File: src/rtl/keylock_pkg.sv
package keylock_pkg;
  typedef enum logic [2:0] {
    ST_IDLE  = 3'd0,
    ST_TRY1  = 3'd1,
    ST_TRY2  = 3'd2,
    ST_OPEN  = 3'd3,
    ST_PROG0 = 3'd4,
    ST_PROG1 = 3'd5,
    ST_FAIL  = 3'd6,
    ST_PROG2 = 3'd7
  } kl_state_e;

  function automatic logic in_prog(input kl_state_e st);
    return (st == ST_PROG0) || (st == ST_PROG1) || (st == ST_PROG2);
  endfunction

  function automatic logic in_try(input kl_state_e st);
    return (st == ST_TRY1) || (st == ST_TRY2);
  endfunction
endpackage

File: src/rtl/keylock_match.sv
module keylock_match #(
  parameter int CODE_W = 3
) (
  input  logic [CODE_W-1:0] letter,
  input  logic [CODE_W-1:0] wanted,
  output logic              hit
);
  function automatic logic code_eq(input logic [CODE_W-1:0] a, input logic [CODE_W-1:0] b);
    return ~|(a ^ b);
  endfunction

  assign hit = code_eq(letter, wanted);
endmodule

File: src/rtl/keylock_fsm.sv
module keylock_fsm
  import keylock_pkg::*;
(
  input  logic      clk,
  input  logic      rst,
  input  logic      set_in,
  input  logic      hit,
  output kl_state_e state,
  output logic      load_first,
  output logic      load_second,
  output logic      commit
);
  kl_state_e state_q, state_d;
  logic      miss_q, miss_d;

  always_comb begin
    state_d     = state_q;
    miss_d      = miss_q;
    load_first  = 1'b0;
    load_second = 1'b0;
    commit      = 1'b0;
    case (state_q)
      ST_IDLE: begin
        if (set_in) state_d = ST_PROG0;
        else begin
          state_d = ST_TRY1;
          miss_d  = !hit;
        end
      end
      ST_TRY1: begin
        if (!set_in) begin
          state_d = ST_TRY2;
          miss_d  = miss_q | !hit;
        end
      end
      ST_TRY2: begin
        if (!set_in) state_d = (miss_q | !hit) ? ST_FAIL : ST_OPEN;
      end
      ST_PROG0: begin
        if (set_in) state_d = ST_IDLE;
        else begin
          state_d    = ST_PROG1;
          load_first = 1'b1;
        end
      end
      ST_PROG1: begin
        if (set_in) state_d = ST_IDLE;
        else begin
          state_d     = ST_PROG2;
          load_second = 1'b1;
        end
      end
      ST_PROG2: begin
        state_d = ST_IDLE;
        commit  = !set_in;
      end
      default: state_d = state_q;
    endcase
  end

  always_ff @(posedge clk or posedge rst) begin
    if (rst) begin
      state_q <= ST_IDLE;
      miss_q  <= 1'b0;
    end else begin
      state_q <= state_d;
      miss_q  <= miss_d;
    end
  end

  assign state = state_q;

  p_cancel_r4: assert property (@(posedge clk) disable iff (rst)
    (in_prog(state_q) && set_in) |=> (state_q == ST_IDLE));

  p_set_ignored_r6: assert property (@(posedge clk) disable iff (rst)
    (in_try(state_q) && set_in) |=> $stable(state_q));

  p_absorb_r8: assert property (@(posedge clk) disable iff (rst)
    ((state_q == ST_OPEN) || (state_q == ST_FAIL)) |=> $stable(state_q));

  p_early_miss_r5: assert property (@(posedge clk) disable iff (rst)
    ((state_q == ST_TRY2) && miss_q && !set_in) |=> (state_q == ST_FAIL));
endmodule

File: src/rtl/keylock_store.sv
module keylock_store #(
  parameter int                CODE_W = 3,
  parameter logic [CODE_W-1:0] INIT1  = CODE_W'(7),
  parameter logic [CODE_W-1:0] INIT2  = CODE_W'(0),
  parameter logic [CODE_W-1:0] INIT3  = CODE_W'(7)
) (
  input  logic              clk,
  input  logic              rst,
  input  logic              load_first,
  input  logic              load_second,
  input  logic              commit,
  input  logic [CODE_W-1:0] letter,
  output logic [CODE_W-1:0] c1,
  output logic [CODE_W-1:0] c2,
  output logic [CODE_W-1:0] c3
);
  logic [CODE_W-1:0] tmp1_q;
  logic [CODE_W-1:0] tmp2_q;
  logic [CODE_W-1:0] c1_q = INIT1;
  logic [CODE_W-1:0] c2_q = INIT2;
  logic [CODE_W-1:0] c3_q = INIT3;

  always_ff @(posedge clk) begin
    if (load_first)  tmp1_q <= letter;
    if (load_second) tmp2_q <= letter;
    if (commit) begin
      c1_q <= tmp1_q;
      c2_q <= tmp2_q;
      c3_q <= letter;
    end
  end

  assign c1 = c1_q;
  assign c2 = c2_q;
  assign c3 = c3_q;

  p_combo_hold_r9: assert property (@(posedge clk) disable iff (rst)
    !commit |=> $stable({c1_q, c2_q, c3_q}));

  p_single_load_r3: assert property (@(posedge clk) disable iff (rst)
    $countones({load_first, load_second, commit}) <= 1);
endmodule

File: src/rtl/keylock_ctrl.sv
module keylock_ctrl
  import keylock_pkg::*;
#(
  parameter int                CODE_W = 3,
  parameter logic [CODE_W-1:0] INIT1  = CODE_W'(7),
  parameter logic [CODE_W-1:0] INIT2  = CODE_W'(0),
  parameter logic [CODE_W-1:0] INIT3  = CODE_W'(7)
) (
  input  logic              key_clk,
  input  logic              wd_rst,
  input  logic              set_press,
  input  logic [CODE_W-1:0] letter_code,
  output logic              release_latch,
  output logic [2:0]        state_code,
  output logic [CODE_W-1:0] combo_first,
  output logic [CODE_W-1:0] combo_second,
  output logic [CODE_W-1:0] combo_third
);
  kl_state_e         state;
  logic              hit;
  logic              load_first;
  logic              load_second;
  logic              commit;
  logic [CODE_W-1:0] wanted;
  logic [CODE_W-1:0] c1, c2, c3;

  always_comb begin
    case (state)
      ST_TRY1: wanted = c2;
      ST_TRY2: wanted = c3;
      default: wanted = c1;
    endcase
  end

  keylock_match #(.CODE_W(CODE_W)) u_match (
    .letter (letter_code),
    .wanted (wanted),
    .hit    (hit)
  );

  keylock_fsm u_fsm (
    .clk         (key_clk),
    .rst         (wd_rst),
    .set_in      (set_press),
    .hit         (hit),
    .state       (state),
    .load_first  (load_first),
    .load_second (load_second),
    .commit      (commit)
  );

  keylock_store #(
    .CODE_W (CODE_W),
    .INIT1  (INIT1),
    .INIT2  (INIT2),
    .INIT3  (INIT3)
  ) u_store (
    .clk         (key_clk),
    .rst         (wd_rst),
    .load_first  (load_first),
    .load_second (load_second),
    .commit      (commit),
    .letter      (letter_code),
    .c1          (c1),
    .c2          (c2),
    .c3          (c3)
  );

  assign release_latch = (state == ST_OPEN);
  assign state_code    = state;
  assign combo_first   = c1;
  assign combo_second  = c2;
  assign combo_third   = c3;

  p_latch_hold_r7: assert property (@(posedge key_clk) disable iff (wd_rst)
    release_latch |=> release_latch);

  p_commit_idle_r3: assert property (@(posedge key_clk) disable iff (wd_rst)
    commit |=> (state_code == 3'd0));
endmodule

File: config.mk
export PLATFORM = sky130hd
export DESIGN_NAME = keylock_ctrl
export DESIGN_NICKNAME = d
export VERILOG_FILES = /design/src/rtl/keylock_pkg.sv /design/src/rtl/keylock_match.sv /design/src/rtl/keylock_fsm.sv /design/src/rtl/keylock_store.sv /design/src/rtl/keylock_ctrl.sv
export SDC_FILE = /design/constraint.sdc
export NUM_CORES = 1
export LEC_CHECK = 0
export BUFFER_PORTS_ARGS = -buffer_cell sky130_fd_sc_hd__buf_2
export CAP_MARGIN = 20
export CORE_MARGIN = 2
export CORE_UTILIZATION = 41
export CTS_BUF_LIST = sky130_fd_sc_hd__clkbuf_4 sky130_fd_sc_hd__clkbuf_8
export DETAILED_ROUTE_END_ITERATION = 10
export PLACE_DENSITY = 0.73
export SLEW_MARGIN = 10
export SYNTH_ARGS = -nofsm -noshare
export SYNTH_HDL_FRONTEND = slang
export SYNTH_SLANG_ARGS = --single-unit
File: constraint.sdc
create_clock -name key_clk -period 4.7 [get_ports key_clk]
set_clock_uncertainty 0.1 [all_clocks]
set_input_delay 0.94 -clock key_clk [delete_from_list [all_inputs] [get_ports key_clk]]
set_output_delay 0.94 -clock key_clk [all_outputs]
set_load 0.02 [all_outputs]
==> results_dict.tcl, run 1 <==
set metrics [dict create \
    clkTransAtPathRegs_ps 100 \
    synth.area.top_cells "edfxtp_1 45%, dfrtp_1 10%, nor3_1 3.5%, xor2_1 3.5%, nor2_1 2.6%" \
    synth_area_leader_cell "edfxtp_1" \
    setup_viol 0 \
    worst_pin_slew_ps 588 \
    status "completed" \
    yosysSeqAreaShare_pct 54.7 \
    post-dp-hpwl_microns 1390 \
    start_util_pct 44.2 \
    syn_inst 86 \
    grt_max_degree 21 \
    power.internal_mw 0.356 \
    ys_warn_count 0 \
    cts_buffers 3 \
    fp-row-count 17 \
    async_flop_share_pct 21.1 \
    cp_cell_sequence "inv_1 > nor2_1 > buf_2" \
    cts-root-buf "clkbuf_4" \
    tritoncts "done" \
    vias 723 \
    yosys_register_bits 19 \
    cts.repair.resized 0 \
    wire_per_inst_microns 14.7 \
    cts_hold_buf 0 \
    antenna_left 0 \
    fmax_mhz 384 \
    synth_ff_type "edfxtp_1" \
    seqPwrFrac_pct 46.7 \
    maxCapViolations 0 \
    insertion_delay_ps 290 \
    initialDrtViolationCount 21 \
    swShare_pct 40.5 \
    leakagePower_nw 0.445 \
    crit_slowest_cell "dfrtp_1" \
    finalSetupTns_ps 0 \
    io_buffers 18 \
    start_kind "flip-flop" \
    report.final.slew_viol_count 0 \
    antenna_found_initial 0 \
    min_period_ps 2610 \
    crit_fanout 20 \
    mostFrequentLayoutCells "18 x buf_2, 15 x edfxtp_1, 7 x nor2_1, 7 x nor3_1, 5 x o21ai_0" \
    clockBufferDepth 2 \
    cp.required_ps 3660 \
    grt_use_total_pct 15.6 \
    die_w_microns 53.5 \
    io_pins 19 \
    n_antenna_cell 0 \
    min_path_type "flip-flop to flip-flop" \
    arrival_ps 1570 \
    gr-total-overflow 0 \
    syn_nets 92 \
    die-area_sq_mm 0.00287 \
    drtPass1Iterations 4 \
    cp_top_family "flip-flops" \
    syn_area_per_cell_sq_um 11.7 \
    max-vdd-ir-drop_mv 0.282 \
    maxSlewHeadroom_pct 60.8 \
    synth-edff-count 15 \
    die_y_microns 53.5 \
    viasPerCell 5.52 \
    total_power_mw 0.598 \
    cellPowerDensity_mw_per_mm2 531 \
    fin_crit_sh_pct 55.5 \
    drc 0 \
    layout_commonest_cell "buf_2" \
    rsz0062_at_grt "no" \
    cp-end-kind "output pin" \
    critPathMaxStageDelay_ps 690 \
    nNetsFinal 110 \
    path_buf_inv 2 \
    gp_congestion 0.784 \
    synth_area_sq_mm 0.00101 \
    cts_sinks 19 \
    synth.distinct_cells 34 \
    routed_wl_microns 1930 \
    combinationalPowerShare_pct 38.9 \
    post_cts_buffers 0 \
    grt_pass1_wl_microns 3120 \
    pwr-share-clk_pct 14.4 \
    synth_top_area_share_pct 44.8 \
    power_switching_mw 0.242 \
    syn2layout_area_growth_pct 11.9 \
    hold_viol 0 \
    core-area_sq_mm 0.00228 \
    grt_pass1_vias 690 \
    htree_levels 1 \
    drive_above_1_share_pct 27.2 \
    critical_path_class "flip-flop to output pin" \
]
-- synthesized netlist by cell type, types with 2 or more instances --
cell and instances:
nor2_1 7, nand2b_1 2, o32a_1 2, nor3_1 7, dfrtp_1 4, nand2_1 4
inv_1 4, buf_6 2, o21ai_0 5, nor2b_1 3, and3_1 3, clkbuf_1 2
o21a_1 2, edfxtp_1 15, and3b_1 2, xor2_1 4
-- layer usage --
| layer | global-route usage [%] | wire, microns | vias up |
|---|---|---|---|
| met5 | 0 | 0 | - |
| met4 | 7.69 | 39 | 0 |
| met3 | 1.67 | 65 | 5 |
| met2 | 25.9 | 957 | 20 |
| met1 | 20.1 | 867 | 344 |
| li1 | - | - | 354 |
-- power by group through the flow --
stage | clock, mW | combinational [mW] | sequential (mW)
final | 0.0860 | 0.232 | 0.279
after global routing | 0.0953 | 0.255 | 0.287
after CTS | 0.0882 | 0.234 | 0.278
after detailed placement | 0 | 0.233 | 0.283
after global placement | 0 | 0.228 | 0.279
after floorplan | 0 | 0.221 | 0.254
-- kinds of logic (layout without fill, tap and decap cells) --
group	after synthesis	in the layout	share of synthesized area (%)
xor gates and xnor gates	4	4	3.48
DFF	19	19	54.7
buffers and inverters	9	26	4.97
and+or+nand+nor	33	33	17.7
AOI/OAI and AO/OA	21	21	19.2
-- cell type report --
cell class	instances	area, sq um
timing repair buffer	18	90.1
tap	28	35.0
multi-input combinational	58	405
fill	197	1150
sequential	19	551
clock buffer	4	30.0
inverter	4	15.0
-- registers in the layout, summed over array words and instances (netlist names) --
register	flops
u_store.c3	3
u_fsm.miss_q	1
u_store.tmp2_q	3
u_store.tmp1_q	3
u_store.c1	3
u_store.c2	3
u_fsm.state	3
-- worst reg2reg max path, stage by stage (launching register included) --
cell and delay [ps]:
dfrtp_1 610, nand2b_1 310, o311a_1 330, a21oi_1 260, o2111ai_2 150, a211o_1 310
-- stage by stage --
stage | instance area, sq um | hold WS, ps | utilization [%] | setup slack (ps) | instances
2_1_floorplan | 1010 | 300 | - | 2520 | 86
3_3_place_gp | 1100 | 301 | 48.2 | 2330 | 127
3_5_place_dp | 1100 | 308 | 48.2 | 2290 | 127
4_1_cts | 1130 | 332 | 49.5 | 2080 | 131
5_1_grt | 1130 | 340 | 49.5 | 1980 | 131
6_report | 1130 | 332 | 49.5 | 2090 | 131
-- final timing paths --
check / start / cells after the start / to / slack, ps
max in group asynchronous: wd_rst / 2 / u_fsm.state[1] / 3970
worst max-delay path: u_fsm.state[1] / 3 / release_latch / 2090
worst min-delay path: u_store.tmp2_q[1] / 0 / u_store.c2[1] / 330
min in group asynchronous: wd_rst / 2 / u_fsm.state[0] / 390
worst max register to register: u_fsm.state[2] / 5 / u_fsm.state[2] / 2520
worst min register to register: u_store.tmp2_q[1] / 0 / u_store.c2[1] / 330
No activity file was read; power rests on OpenSTA's default activity.
==> run 2, diff against run 1 <==
Clock period 4.7 ns to 2.4 ns, I/O delays scaled along.
==> results_dict.tcl, run 2 (synthesis results as in run 1) <==
set metrics [dict create \
    wire_per_inst_microns 13.7 \
    io_pins 19 \
    worst_pin_slew_ps 528 \
    syn2layout_area_growth_pct 12.7 \
    cp-end-kind "output pin" \
    grt_use_total_pct 14.7 \
    cts_sinks 19 \
    place_inst 127 \
    finalSetupTns_ps 0 \
    cp.required_ps 1820 \
    gp_congestion 0.738 \
    routed_wl_microns 1810 \
    final_cells 132 \
    max-vdd-ir-drop_mv 0.507 \
    min_period_ps 2160 \
    finalHoldWorstSlack_ps 326 \
    htree_levels 1 \
    drive_above_1_share_pct 26.9 \
    nNetsFinal 111 \
    pwr-share-clk_pct 13.7 \
    die_y_microns 53.5 \
    report.final.slew_viol_count 0 \
    fp-row-count 17 \
    antenna_found_initial 0 \
    fmax_mhz 463 \
    rsz0062_at_grt "no" \
    power_switching_mw 0.467 \
    die-area_sq_mm 0.00287 \
    mostFrequentLayoutCells "18 x buf_2, 15 x edfxtp_1, 7 x nor2_1, 7 x nor3_1, 5 x o21ai_0" \
    vias 718 \
    power.internal_mw 0.684 \
    clkTransAtPathRegs_ps 110 \
    min_path_type "input pin to flip-flop" \
    start_util_pct 44.2 \
    viasPerCell 5.44 \
    cts-root-buf "clkbuf_4" \
    status "completed" \
    io_buffers 18 \
    initialDrtViolationCount 10 \
    grt_pass1_wl_microns 2960 \
    swShare_pct 40.6 \
    cts_hold_buf 1 \
    drtPass1Iterations 4 \
    grt_pass1_vias 675 \
    arrival_ps 1580 \
    insertion_delay_ps 290 \
    antenna_left 0 \
    n_antenna_cell 0 \
    core-area_sq_mm 0.00228 \
    cellPowerDensity_mw_per_mm2 1010 \
    post_cts_buffers 0 \
    cts_buffers 3 \
    grt_max_degree 21 \
    layout_commonest_cell "buf_2" \
    gr-total-overflow 0 \
    drc 0 \
    start_kind "flip-flop" \
    cts.repair.resized 0 \
    leakagePower_nw 0.448 \
    multi_input_comb_area_sq_um 405 \
    post-dp-hpwl_microns 1320 \
    setup_viol 0 \
    seqPwrFrac_pct 46.9 \
    tritoncts "done" \
    die_w_microns 53.5 \
    combinationalPowerShare_pct 39.4 \
    maxCapViolations 0 \
    regArea_sq_um 551 \
    fillers 205 \
    critical_path_class "flip-flop to output pin" \
    maxSlewHeadroom_pct 64.8 \
    clockBufferDepth 2 \
    crit_fanout 20 \
    hold_viol 0 \
    fin_crit_sh_pct 89.9 \
]
[run 2: cell types whose count changed in the layout (fill, tap and decap cells not counted), sizes merged]
cell and change:
clkinv +1, clkbuf -1, dlygate4sd3 +1
[run 2: power groups by stage]
stage               registers [mW]  logic (mW)  clock network [mW]
floorplan                    0.497       0.433                   0
global placement             0.541       0.448                   0
detailed placement           0.549       0.452                   0
CTS                          0.541       0.458               0.166
global route                 0.558       0.497               0.176
finish                       0.539       0.454               0.157
[run 2: layout make-up]
class	instances	share of cell area [%]
sequential	19	48.6
multi-input combinational	58	35.8
timing repair buffer	19	8.83
tap	28	3.09
clock buffer	3	1.99
inverter	4	1.32
clock inverter	1	0.442
[run 2: critical path: stages, from the launching register on]
cell and delay (ps):
dfrtp_1 690, inv_1 270, nor2_1 150, buf_2 170
[run 2: path summary, 6_finish.rpt]
kind	start	endpoint	slack, ps	depth (start not counted)
worst max-delay path	u_fsm.state[1]	release_latch	240	3
worst min-delay path	letter_code[0]	u_store.tmp1_q[0]	330	1
worst max register to register	u_fsm.state[2]	u_fsm.state[2]	300	5
worst min register to register	u_store.tmp2_q[2]	u_store.c2[2]	330	0
max in group asynchronous	wd_rst	u_fsm.miss_q	1570	3
min in group asynchronous	wd_rst	u_fsm.state[2]	490	3
[run 2: per-stage QoR]
stage	setup slack [ps]	power (mW)	util [%]	cell area, sq um
floorplan	466	0.929	-	1010
global route	99.2	1.23	49.8	1130
detailed placement	329	1.00	48.2	1100
global placement	380	0.989	48.2	1100
CTS	220	1.16	49.8	1130
finish	241	1.15	49.8	1130
[run 2: metal layers]
metal  GRT usage, %  part of all wire [%]  vias to the layer above
li1               -                     -                      358
met1           19.4                    46                      338
met2           23.0                    48                       20
met3           3.61                   5.7                        2
met4           6.41                  0.72                        0
met5              0                     0                        -
==> run 3, diff against run 2 <==
Settings changed: ABC_AREA set to 1, PLACE_DENSITY 0.73 to 0.74.
==> results_dict.tcl, run 3 <==
set metrics [dict create \
    fillers 180 \
    final_cells 140 \
    synth_ff_type "edfxtp_1" \
    syn_nets 96 \
    layout_commonest_cell "nand2_1" \
    critical_path_class "flip-flop to output pin" \
    io_buffers 18 \
    die_y_microns 50.9 \
    crit_fanout 8 \
    cp-end-kind "output pin" \
    status "completed" \
    start_kind "flip-flop" \
    core-area_sq_mm 0.00202 \
    initialDrtViolationCount 28 \
    insertion_delay_ps 300 \
    syn_area_per_cell_sq_um 10.0 \
    vias 710 \
    cts-root-buf "clkbuf_4" \
    syn_inst 90 \
    fmax_mhz 525 \
    synth_area_sq_um 903 \
    synth_area_leader_cell "edfxtp_1" \
    arrival_ps 1330 \
    mostFrequentLayoutCells "30 x nand2_1, 18 x buf_2, 15 x edfxtp_1" \
    max-vdd-ir-drop_mv 0.448 \
    synth-edff-count 15 \
    cellPowerDensity_mw_per_mm2 506 \
    drc 0 \
    ys_warn_count 0 \
    htree_levels 1 \
    clockBufferDepth 2 \
    async_flop_share_pct 21.1 \
    synth.distinct_cells 20 \
    gr-total-overflow 0 \
    die_w_microns 50.9 \
    yosys_register_bits 19 \
    routed_wl_microns 1760 \
    leakagePower_nw 0.465 \
    drive_above_1_share_pct 29.2 \
    synth_top_area_share_pct 49.9 \
    gp_congestion 0.813 \
    drt-met1-wl_microns 729 \
    post-dp-hpwl_microns 1380 \
    wire_per_inst_microns 12.6 \
    met3_length_microns 101 \
    viasPerCell 5.07 \
    tritoncts "done" \
    rsz0062_at_grt "no" \
    setup_viol 0 \
    finalSetupTns_ps 0 \
    grt_use_total_pct 15.0 \
    antenna_found_initial 0 \
    io_pins 19 \
    report.final.slew_viol_count 0 \
    start_util_pct 44.7 \
    place_inst 135 \
    grt_pass1_vias 644 \
    maxSlewHeadroom_pct 65.1 \
    die-area_sq_mm 0.00259 \
    fin_crit_sh_pct 79.4 \
    clkTransAtPathRegs_ps 120 \
    n_antenna_cell 0 \
    hold_viol 0 \
    post_cts_buffers 0 \
    antenna_left 0 \
    cts_buffers 3 \
    wl_met2_microns 918 \
    min_period_ps 1910 \
    grt_max_degree 13 \
    grt_pass1_wl_microns 2860 \
    yosysMostFrequentCell "nand2_1" \
    cp.required_ps 1820 \
    syn2layout_area_growth_pct 17.7 \
    synth.area.top_cells "edfxtp_1 50%, nand2_1 12%, dfrtp_1 11%, nand4_1 4.2%, nand3_1 3.3%" \
    nNetsFinal 120 \
    top_layer "met4" \
    worst_pin_slew_ps 520 \
    yosysSeqAreaShare_pct 60.9 \
    drtPass1Iterations 4 \
    cts_sinks 19 \
    synthTopCellsByCount "30 x nand2_1, 15 x edfxtp_1, 7 x inv_1" \
    maxCapViolations 0 \
    fp-row-count 16 \
    min_path_type "input pin to flip-flop" \
]
-- run 3: changes by cell type after synthesis, sizes merged, moves of 3 or more --
| cell | change |
|---|---|
| nand4 | +6 |
| nor2b | -3 |
| nand3 | +7 |
| and3 | -3 |
| xor2 | -4 |
| nand2 | +28 |
| inv | +6 |
| o21ai | -4 |
| nor3 | -7 |
-- run 3: power breakdown --
part           switching (mW)  total [mW]  internal (mW)
Sequential                  0       0.353          0.353
Combinational          0.0107      0.0175        0.00676
Clock                   0.104       0.167         0.0634
Total                   0.115       0.538          0.423
-- run 3: layer usage --
layer  global-route usage, %  vias to the layer above
li1                        -                      352
met1                    19.4                      329
met2                    24.7                       27
met3                    4.39                        2
met4                    3.60                        0
met5                       0                        -
-- run 3: worst paths after layout --
| kind | start | to | slack [ps] | cells past startpoint |
|---|---|---|---|---|
| worst min-delay path | letter_code[1] | u_store.c3[1] | 310 | 1 |
| min in group asynchronous | wd_rst | u_fsm.state[1] | 480 | 3 |
| worst max-delay path | u_fsm.state[0] | release_latch | 490 | 3 |
| worst max register to register | u_fsm.state[0] | u_fsm.state[2] | 600 | 12 |
| max in group asynchronous | wd_rst | u_fsm.state[2] | 1570 | 3 |
| worst min register to register | u_store.tmp1_q[0] | u_store.c1[0] | 320 | 0 |
-- run 3: what timing repair did --
action                                  CTS  global route
hold buffers                              1             0
gates resized for setup                   0             0
endpoints found under the setup margin    0             0
hold endpoints to repair                  4             0
-- run 3: area by class of cell --
type	instances	area, sq um	share of cell area (%)
Clock buffer	3	22.5	2.12
Clock inverter	1	7.51	0.706
Inverter	10	37.5	3.53
Multi-Input combinational cell	60	304	28.6
Sequential cell	19	551	51.8
Tap cell	27	33.8	3.18
Timing Repair Buffer	20	108	10.1
-- run 3: worst max-delay path: stages (launching register included) --
cell and delay [ps]:
dfrtp_1 530, nand2_1 210, nor2_1 120, buf_2 170
-- run 3: cell families (layout without fill, tap and decap cells) --
| family | count (synthesis) | in the layout | share of synthesized area (%) |
|---|---|---|---|
| compound gates | 5 | 5 | 3.74 |
| buf+inv | 11 | 34 | 5.40 |
| flops | 19 | 19 | 60.9 |
| simple gates | 55 | 55 | 29.9 |
-- run 3: stage by stage --
stage	area [sq um]	util, %	hold slack [ps]	setup WS (ps)	total power, mW
after floorplan	903	-	146	740	0.368
after global placement	1020	50.6	265	722	0.376
after detailed placement	1020	50.6	273	643	0.377
after CTS	1060	52.6	305	503	0.545
after global routing	1060	52.6	302	416	0.560
final	1060	52.6	307	494	0.538
